### config.mk
export PLATFORM = sky130hd
export DESIGN_NAME = reglist_walker
export DESIGN_NICKNAME = d
export VERILOG_FILES = /design/src/rtl/reglist_pkg.sv /design/src/rtl/reglist_prienc.sv /design/src/rtl/reglist_summary.sv /design/src/rtl/reglist_walker.sv
export SDC_FILE = /design/constraint.sdc
export NUM_CORES = 1
export LEC_CHECK = 0
export ABC_AREA = 1
export BUFFER_PORTS_ARGS = -buffer_cell sky130_fd_sc_hd__buf_2
export CAP_MARGIN = 20
export CORE_MARGIN = 5
export CORE_UTILIZATION = 40
export DETAILED_ROUTE_END_ITERATION = 8
export MAX_ROUTING_LAYER = met4
export PLACE_DENSITY = 0.7
export SLEW_MARGIN = 40
export SYNTH_ARGS = -nofsm -noshare
export SYNTH_HDL_FRONTEND = slang
export SYNTH_SLANG_ARGS = --single-unit
export TNS_END_PERCENT = 1
### constraint.sdc
create_clock -name clk -period 6.6 [get_ports clk]
set_clock_uncertainty 0.2 [all_clocks]
set_input_delay 0.33 -clock clk [delete_from_list [all_inputs] [get_ports clk]]
set_output_delay 0.33 -clock clk [all_outputs]
set_load 0.02 [all_outputs]
### src/rtl/reglist_pkg.sv
package reglist_pkg;

   typedef enum logic {
      STEP_UP   = 1'b0,
      STEP_DOWN = 1'b1
   } step_dir_e;

   function automatic int unsigned ones_in(input logic [63:0] v, input int unsigned n);
      int unsigned c;
      c = 0;
      for (int unsigned i = 0; i < n; i++) begin
         if (v[i]) c++;
      end
      return c;
   endfunction

endpackage

### src/rtl/reglist_prienc.sv
module reglist_prienc #(
   parameter int unsigned NREG      = 16,
   parameter bit          LOW_FIRST = 1'b1
) (
   input  logic [NREG-1:0]         vec_i,
   output logic [$clog2(NREG)-1:0] idx_o
);
   localparam int unsigned IDX_W = $clog2(NREG);

   if (NREG < 2) begin : g_bad_nreg
      $error("reglist_prienc: NREG must be at least 2");
   end

   if (LOW_FIRST) begin : g_low
      always_comb begin
         idx_o = '0;
         for (int i = NREG - 1; i >= 0; i--) begin
            if (vec_i[i]) idx_o = IDX_W'(i);
         end
      end
   end else begin : g_high
      always_comb begin
         idx_o = '0;
         for (int i = 0; i < NREG; i++) begin
            if (vec_i[i]) idx_o = IDX_W'(i);
         end
      end
   end
endmodule

### src/rtl/reglist_summary.sv
module reglist_summary #(
   parameter int unsigned NREG   = 16,
   parameter int unsigned SP_POS = 13,
   parameter int unsigned LR_POS = 14,
   parameter int unsigned PC_POS = 15
) (
   input  logic                      clk,
   input  logic                      rst_n,
   input  logic [NREG-1:0]           mask_i,
   output logic                      empty_o,
   output logic [$clog2(NREG+1)-1:0] count_o,
   output logic [$clog2(NREG)-1:0]   lowest_o,
   output logic                      has_sp_o,
   output logic                      has_lr_o,
   output logic                      has_pc_o
);
   import reglist_pkg::*;
   localparam int unsigned CNT_W = $clog2(NREG + 1);

   if (SP_POS >= NREG || LR_POS >= NREG || PC_POS >= NREG) begin : g_bad_pos
      $error("reglist_summary: special slot positions must lie inside the mask");
   end
   if (NREG > 64) begin : g_bad_width
      $error("reglist_summary: NREG above 64 is not supported");
   end

   always_comb begin
      count_o = CNT_W'(ones_in(64'(mask_i), NREG));
   end

   assign empty_o  = (mask_i == '0);
   assign has_sp_o = mask_i[SP_POS];
   assign has_lr_o = mask_i[LR_POS];
   assign has_pc_o = mask_i[PC_POS];

   reglist_prienc #(.NREG(NREG), .LOW_FIRST(1'b1)) u_low (
      .vec_i (mask_i),
      .idx_o (lowest_o)
   );

   // population count and empty flag agree
   a_r8_empty_count : assert property (@(posedge clk) disable iff (!rst_n)
      empty_o == (count_o == '0));
   // reported lowest position is really set
   a_r9_lowest_set : assert property (@(posedge clk) disable iff (!rst_n)
      !empty_o |-> mask_i[lowest_o]);
endmodule

### src/rtl/reglist_walker.sv
module reglist_walker #(
   parameter int unsigned NREG   = 16,
   parameter int unsigned SP_POS = 13,
   parameter int unsigned LR_POS = 14,
   parameter int unsigned PC_POS = 15
) (
   input  logic                      clk,
   input  logic                      rst_n,
   input  logic                      start_i,
   input  logic [NREG-1:0]           mask_i,
   input  logic                      dir_down_i,
   input  logic                      ready_i,
   output logic                      valid_o,
   output logic [$clog2(NREG)-1:0]   index_o,
   output logic                      done_o,
   output logic                      empty_o,
   output logic [$clog2(NREG+1)-1:0] count_o,
   output logic [$clog2(NREG)-1:0]   lowest_o,
   output logic                      has_sp_o,
   output logic                      has_lr_o,
   output logic                      has_pc_o
);
   import reglist_pkg::*;
   localparam int unsigned IDX_W = $clog2(NREG);
   localparam int unsigned CUR_W = $clog2(NREG + 1);

   if (NREG < 2) begin : g_bad_nreg
      $error("reglist_walker: NREG must be at least 2");
   end

   logic [NREG-1:0]  mask_q;
   logic [CUR_W-1:0] lo_q;      // lower cursor
   logic [CUR_W-1:0] hi_excl_q; // upper cursor plus one
   logic             active_q;
   logic [NREG-1:0]  live;
   logic             any_live;
   logic [IDX_W-1:0] up_idx, down_idx;
   logic             fire;
   step_dir_e        step_dir;

   always_comb begin
      for (int i = 0; i < NREG; i++) begin
         live[i] = mask_q[i] && (CUR_W'(i) >= lo_q) && (CUR_W'(i) < hi_excl_q);
      end
   end

   assign any_live = |live;
   assign step_dir = step_dir_e'(dir_down_i);

   reglist_prienc #(.NREG(NREG), .LOW_FIRST(1'b1)) u_up (
      .vec_i (live),
      .idx_o (up_idx)
   );
   reglist_prienc #(.NREG(NREG), .LOW_FIRST(1'b0)) u_down (
      .vec_i (live),
      .idx_o (down_idx)
   );

   assign valid_o = active_q && any_live;
   assign done_o  = active_q && !any_live;
   assign index_o = (step_dir == STEP_DOWN) ? down_idx : up_idx;
   assign fire    = valid_o && ready_i;

   always_ff @(posedge clk or negedge rst_n) begin
      if (!rst_n) begin
         mask_q    <= '0;
         lo_q      <= '0;
         hi_excl_q <= '0;
         active_q  <= 1'b0;
      end else if (start_i) begin
         mask_q    <= mask_i;
         lo_q      <= '0;
         hi_excl_q <= CUR_W'(NREG);
         active_q  <= 1'b1;
      end else if (done_o) begin
         active_q  <= 1'b0;
      end else if (fire) begin
         if (step_dir == STEP_DOWN) hi_excl_q <= CUR_W'(down_idx);
         else                       lo_q      <= CUR_W'(up_idx) + CUR_W'(1);
      end
   end

   reglist_summary #(
      .NREG(NREG), .SP_POS(SP_POS), .LR_POS(LR_POS), .PC_POS(PC_POS)
   ) u_sum (
      .clk      (clk),
      .rst_n    (rst_n),
      .mask_i   (mask_i),
      .empty_o  (empty_o),
      .count_o  (count_o),
      .lowest_o (lowest_o),
      .has_sp_o (has_sp_o),
      .has_lr_o (has_lr_o),
      .has_pc_o (has_pc_o)
   );

   // a consumed index is never offered again in the same walk
   a_r4_no_repeat : assert property (@(posedge clk) disable iff (!rst_n)
      (fire && !start_i) |=> !(valid_o && index_o == $past(index_o)));
   // a stalled offer stays offered
   a_r5_hold_valid : assert property (@(posedge clk) disable iff (!rst_n)
      (valid_o && !ready_i && !start_i) |=> valid_o);
   // a stalled offer keeps its index while the direction is unchanged
   a_r5_hold_index : assert property (@(posedge clk) disable iff (!rst_n)
      (valid_o && !ready_i && !start_i) ##1 $stable(dir_down_i) |-> $stable(index_o));
   // done and valid are exclusive
   a_r6_done_excl : assert property (@(posedge clk) disable iff (!rst_n)
      done_o |-> !valid_o);
   // done lasts a single cycle
   a_r6_done_pulse : assert property (@(posedge clk) disable iff (!rst_n)
      (done_o && !start_i) |=> !done_o);
endmodule

==> reports/metrics.yaml, run 1 <==
setup_path:
  cpLargestDelayFamily: "adder cells"
  cp-start-kind: "input port"
  path_buf_inv: 10
  required_ns: 6.07
  arrival_ns: 6.25
  max_stage_delay_ns: 0.32
  rrSetupSlack_ns: 3.37
  cpMostUsedCell: "nand2_2"
  crit_path_end_kind: "primary output"
  crit_fanout: 3
  path_class: "in -> out"
  r2r_end: "lo_q[4]"
  cp_slowest_cell: "ha_1"
  r2r_cells: 18
  reg2reg_from: "hi_excl_q[1]"
layout:
  syn2layout_area_growth_pct: 38.5
  fin_cells: 913
  drive_gt1_share_pct: 39.9
  fin_nets: 820
  layout_common_cells: "144 x nand2_1, 95 x inv_1, 80 x buf_4, 57 x nand2_2, 46 x nand3_1"
  antenna_cells: 0
  layout_commonest_cell: "nand2_1"
  finish.utilization_pct: 56.7
sta:
  slew_violations: 0
  relSlewSlack_pct: 60.0
  whs_ns: 0.163
  period_minus_slack_ns: 6.78
  tightest_slew_ns: 0.594
  rsz0062_at_grt: "true"
  hold_viol_final: 0
  fmax_ghz: 0.148
  setup_slack_ns: -0.179
  fin_setup_tns_ns: -0.361
  setup_viol: 4
  fin_crit_sh_pct: 103
synthesis:
  synth_xor_area_share_pct: 1.10
  synth-simple-area-share_pct: 49.9
  syn_inst: 664
  ys_seq_area_share_pct: 17.0
  synthFlopType: "dfrtp_1"
  synth-edff-count: 0
  syn_area_um2: 3980
  yosysTopAreaCell: "nand2_1"
  ys_warn_count: 0
  synth_compound_area_share_pct: 14.3
  yosysTopAreaCellShare_pct: 17.1
  async_flop_share_pct: 100
  synth_fp_nets: 703
  synth_top_family_by_area: "simple AND/OR/NAND/NOR gates"
  synthTopCellsByArea: "nand2_1 17%, dfrtp_1 17%, inv_1 9.7%"
  synth-seq-cells: 27
  synth-adder-area-share_pct: 5.65
  synthDistinctLibCells: 41
  syn_area_per_cell_um2: 6.00
  muxShareOfSynthArea_pct: 0
clock_network:
  root_buffer: "clkbuf_8"
  cts_made_buffers: 3
  worstSkewPairLatency_ns: 0.27
  clockBufferDepth: 2
  cts_max_level: 1
  clkSinkCount: 27
  cts_tree: "built"
  clk_pin_slew_worst_paths_ns: 0.09
placement:
  dp_hpwl_um: 8350
  gp_congestion: 0.943
  dp_cells: 860
  io_buffers: 39
hold_path:
  hold_class: "in -> reg"
  holdPathEnd: "mask_q[14]"
  hold_depth: 3
  hp-start: "mask_i[14]"
pwr:
  irDropWorstVdd_uv: 107
  power_uw: 1240
  powerDensity_nw_per_um2: 224
  power.leakage_uw: 0.00306
drt:
  vias: 4657
  drcViolationCount: 0
  dr.first_iter.drc_count: 238
  wl_um: 12100
  routedWlPerCell_um: 13.2
  antenna_left: 0
  firstDrtPassIters: 7
  vias_per_cell: 5.10
floorplan:
  die_h_um: 110
  io_pins: 40
  start_util_pct: 40.9
  core_area_um2: 9730
  rows: 36
  floorplan.die_area_um2: 12100
  chipWidth_um: 110
grt:
  grt_max_degree: 28
  grt_antenna_before_repair: 0
  grt_pass1_vias: 4451
  grt_overflow_total: 0
  grtUsageTotal_pct: 19.7
  grt_pass1_wl_um: 19500
outcome:
  status: "complete, but fails checks"
  violations: "setup timing"
run:
  maxCapViolations: 0
-- registers in the layout, summed over array words and instances (netlist names) --
signal,flops
mask_q,16
hi_excl_q,5
lo_q,5
active_q,1
-- stage by stage --
stage / setup WS, ns / instance area [um^2]
3_3_place_gp: -0.376 / 4550
4_1_cts: -0.0442 / 5160
2_1_floorplan: 0.00672 / 3980
5_1_grt: -0.605 / 5520
3_5_place_dp: -0.726 / 4550
6_report: -0.179 / 5520
-- power breakdown --
group	switching (uW)	internal, uW
combinational	552	380
sequential	23.9	189
clock	51.4	42.3
-- worst max path at each step --
stage / from / endpoint / depth (start not counted)
after floorplan: mask_i[0] / count_o[4] / 47
after global placement: mask_i[0] / count_o[4] / 49
after detailed placement: mask_i[0] / count_o[4] / 49
after CTS: mask_i[1] / count_o[4] / 48
after global routing: mask_i[1] / count_o[4] / 48
final: mask_i[1] / count_o[4] / 48
-- metal layers --
| metal | share of wire [%] | track usage, % |
|---|---|---|
| met5 | 0 | - |
| met4 | 1.9 | 3.56 |
| met3 | 4.6 | 1.47 |
| met2 | 50 | 34.2 |
| met1 | 43 | 25.2 |
-- layout make-up --
cell class	instances	area, um^2
Clock inverter	1	5.00
Tap cell	133	166
Inverter	114	435
Fill cell	899	4210
Clock buffer	3	41.3
Sequential cell	27	676
Timing Repair Buffer	123	878
Multi-Input combinational cell	512	3310
-- worst reg2reg max path, cell delays in order, from the launching register on --
cell	delay, ns
dfrtp_1	0.49
nand2_1	0.13
o21ai_0	0.21
o2111a_1	0.27
a21oi_1	0.05
o21ai_0	0.18
nand2_1	0.09
nand2_1	0.07
a21oi_1	0.06
o21ai_0	0.15
nand2_1	0.07
nand2_1	0.06
nand2_1	0.05
a21boi_0	0.43
ha_1	0.26
inv_1	0.05
nor2_1	0.13
nand2_1	0.06
o22ai_1	0.15
-- repair_timing --
action,in CTS,in global routing
cloned,0,0
gates resized for setup,62,80
pin swaps,43,65
setup endpoints to repair,4,4
hold buffers,1,0
hold endpoints to repair,27,0
setup buffers,43,7
-- Yosys cell counts (3+ instances only) --
library cell,n
nand2_1,182
inv_1,103
nand3_1,57
nor2_1,48
o21ai_0,47
nand2_2,38
dfrtp_1,27
nand3_2,22
a21oi_1,19
ha_1,18
nand2_4,16
inv_2,9
nor3_1,9
clkbuf_1,7
o22ai_1,7
nor2_2,6
a31oi_1,3
buf_4,3
nand4_1,3
nor4_1,3
o2111ai_1,3
o21ai_2,3
o21bai_1,3
xor2_1,3
-- kinds of logic (layout without fill, tap and decap cells) --
| group | Yosys count | count (layout) |
|---|---|---|
| AO/OA/AOI/OAI | 98 | 98 |
| AND/OR/NAND/NOR | 391 | 391 |
| buffers and inverters | 125 | 241 |
| flip-flops | 27 | 27 |
| XOR/XNOR | 5 | 5 |
| adder cells (fa/ha/maj) | 18 | 18 |
Note: power is estimated with default switching activity, not from simulation.
==> run 2, diff against run 1 <==
--- a/config.mk
+++ b/config.mk
@@ -9,10 +9,10 @@
 export BUFFER_PORTS_ARGS = -buffer_cell sky130_fd_sc_hd__buf_2
 export CAP_MARGIN = 20
 export CORE_MARGIN = 5
-export CORE_UTILIZATION = 40
+export CORE_UTILIZATION = 30
 export DETAILED_ROUTE_END_ITERATION = 8
 export MAX_ROUTING_LAYER = met4
-export PLACE_DENSITY = 0.7
+export PLACE_DENSITY = 0.58
 export SLEW_MARGIN = 40
 export SYNTH_ARGS = -nofsm -noshare
 export SYNTH_HDL_FRONTEND = slang
==> reports/metrics.yaml, run 2 (synthesis gave the netlist of run 1 again) <==
outcome:
  status: "complete, no violations"  # was complete, but fails checks
sta:
  fin_crit_sh_pct: 98.7  # was 103%
  rsz0062_at_grt: "true"  # unchanged
  fmax_ghz: 0.154  # was 0.148 GHz
  fin_setup_tns_ns: 0  # was -0.361 ns
  tightest_slew_ns: 0.676  # was 0.594 ns
  period_minus_slack_ns: 6.51  # was 6.78 ns
  relSlewSlack_pct: 54.6  # was 60.0%
  slew_violations: 0  # unchanged
  setup_viol: 0  # was 4
  hold_viol_final: 0  # unchanged
grt:
  grt_overflow_total: 0  # unchanged
  grt_max_degree: 28  # unchanged
  grt_antenna_before_repair: 0  # unchanged
  grt_pass1_vias: 4161  # was 4451
  grt_pass1_wl_um: 18200  # was 19500 um
  grtUsageTotal_pct: 13.5  # was 19.7%
clock_network:
  cts_made_buffers: 3  # unchanged
  root_buffer: "clkbuf_16"  # was clkbuf_8
  cts_max_level: 1  # unchanged
  cts_tree: "built"  # unchanged
  worstSkewPairLatency_ns: 0.26  # was 0.27 ns
  clk_pin_slew_worst_paths_ns: 0.07  # was 0.09 ns
  clkSinkCount: 27  # unchanged
  clockBufferDepth: 2  # unchanged
layout:
  syn2layout_area_growth_pct: 31.6  # was 38.5%
  top_regs: "mask_q: 16 flops, hi_excl_q: 5 flops, lo_q: 5 flops"  # unchanged
  antenna_cells: 0  # unchanged
  largest_register_ffs: 16  # unchanged
  regMostFlops: "mask_q"  # unchanged
  fill_cells: 1408  # was 899
  layout_common_cells: "155 x nand2_1, 93 x inv_1, 63 x buf_4, 60 x nand2_2, 53 x nand3_1"  # was 144 x nand2_1, 95 x inv_1, 80 x buf_4, 57 x nand2_2, 46 x nand3_1
  layout_commonest_cell: "nand2_1"  # unchanged
  fin_nets: 799  # was 820
  drive_gt1_share_pct: 35.6  # was 39.9%
hold_path:
  hold_class: "in -> reg"  # unchanged
setup_path:
  crit_fanout: 3  # unchanged
  max_stage_delay_ns: 0.29  # was 0.32 ns
  cp_slowest_cell: "ha_1"  # unchanged
  path_class: "in -> out"  # unchanged
  cp-start-kind: "input port"  # unchanged
  crit_path_end_kind: "primary output"  # unchanged
  required_ns: 6.07  # about the same
  arrival_ns: 5.98  # was 6.25 ns
drt:
  drcViolationCount: 0  # unchanged
  vias_per_cell: 4.60  # was 5.10
  firstDrtPassIters: 4  # was 7
  antenna_left: 0  # unchanged
  vias: 4304  # was 4657
  routedWlPerCell_um: 11.2  # was 13.2 um
  wl_um: 10500  # was 12100 um
  dr.first_iter.drc_count: 211  # was 238
pwr:
  power_uw: 1210  # was 1240 uW
  power.leakage_uw: 0.00290  # was 0.00306 uW
  irDropWorstVdd_uv: 85.6  # was 107 uV
  powerDensity_nw_per_um2: 230  # was 224 nW/um^2
floorplan:
  start_util_pct: 30.3  # was 40.9%
  floorplan.die_area_um2: 15700  # was 12100 um^2
  io_pins: 40  # unchanged
  chipWidth_um: 125  # was 110 um
  die_h_um: 125  # was 110 um
  rows: 42  # was 36
  core_area_um2: 13100  # was 9730 um^2
placement:
  gp_congestion: 0.884  # was 0.943
  dp_hpwl_um: 8370  # was 8350 um
  io_buffers: 39  # unchanged
run:
  maxCapViolations: 0  # unchanged
## run 2: area by class of cell
| class | count | area, um^2 | share of cell area (%) |
|---|---|---|---|
| Inverter | 114 | 435 | 8.30 |
| Tap cell | 176 | 220 | 4.20 |
| Timing Repair Buffer | 102 | 706 | 13.5 |
| Multi-Input combinational cell | 512 | 3130 | 59.6 |
| Clock buffer | 3 | 75.1 | 1.43 |
| Clock inverter | 1 | 5.00 | 0.0954 |
| Sequential cell | 27 | 676 | 12.9 |
## run 2: through the flow
step,hold slack (ns),setup WS (ns),utilization [%],area [um^2],instances
finish,0.179,0.0857,39.9,5240,935
global route,0.222,-0.394,39.9,5240,935
CTS,0.200,0.0285,38.3,5030,935
detailed placement,0.173,-0.505,35.4,4650,908
global placement,0.170,-0.409,35.4,4650,908
floorplan,-0.166,0.00672,-,3980,664
## run 2: what timing repair did
action                                 CTS  global route
buffers inserted                        22             1
setup endpoints to repair                4             4
endpoints found under the hold margin   27             0
cloned                                   0             0
hold buffers                             1             0
resized for setup                       39            56
pin swaps                               30            45
## run 2: routing by layer
metal,wire [um],track usage [%],vias up
li1,-,-,2324
met1,5240,18.1,1912
met2,4940,22.8,62
met3,245,1.02,6
met4,61,2.23,0
met5,0,-,-
## run 2: critical path, delay by kind of cell
family,cells,cell delay (ns)
buffers and inverters,10,0.56
AOI/OAI and AO/OA,12,1.51
and+or+nand+nor,16,1.17
xor gates and xnor gates,2,0.30
adders and majority gates,8,2.10
## run 2: where the power goes
group          total [uW]  leakage [uW]  internal, uW  switching (uW)
clock                 140     0.0000409          81.8            57.8
combinational         854       0.00253           350             504
sequential            213      0.000332           189            24.3
total                1210       0.00290           621             586
## run 2: worst paths after layout
path / cells past startpoint / startpoint / slack, ns / to
hold / removal: 3 / mask_i[14] / 0.18 / mask_q[14]
setup reg to reg: 18 / hi_excl_q[1] / 3.37 / lo_q[4]
max in group asynchronous: 2 / rst_n / 5.41 / hi_excl_q[0]
setup / recovery: 48 / mask_i[1] / 0.09 / count_o[4]
hold reg to reg: 2 / mask_q[11] / 0.29 / mask_q[11]
min in group asynchronous: 2 / rst_n / 0.40 / mask_q[4]
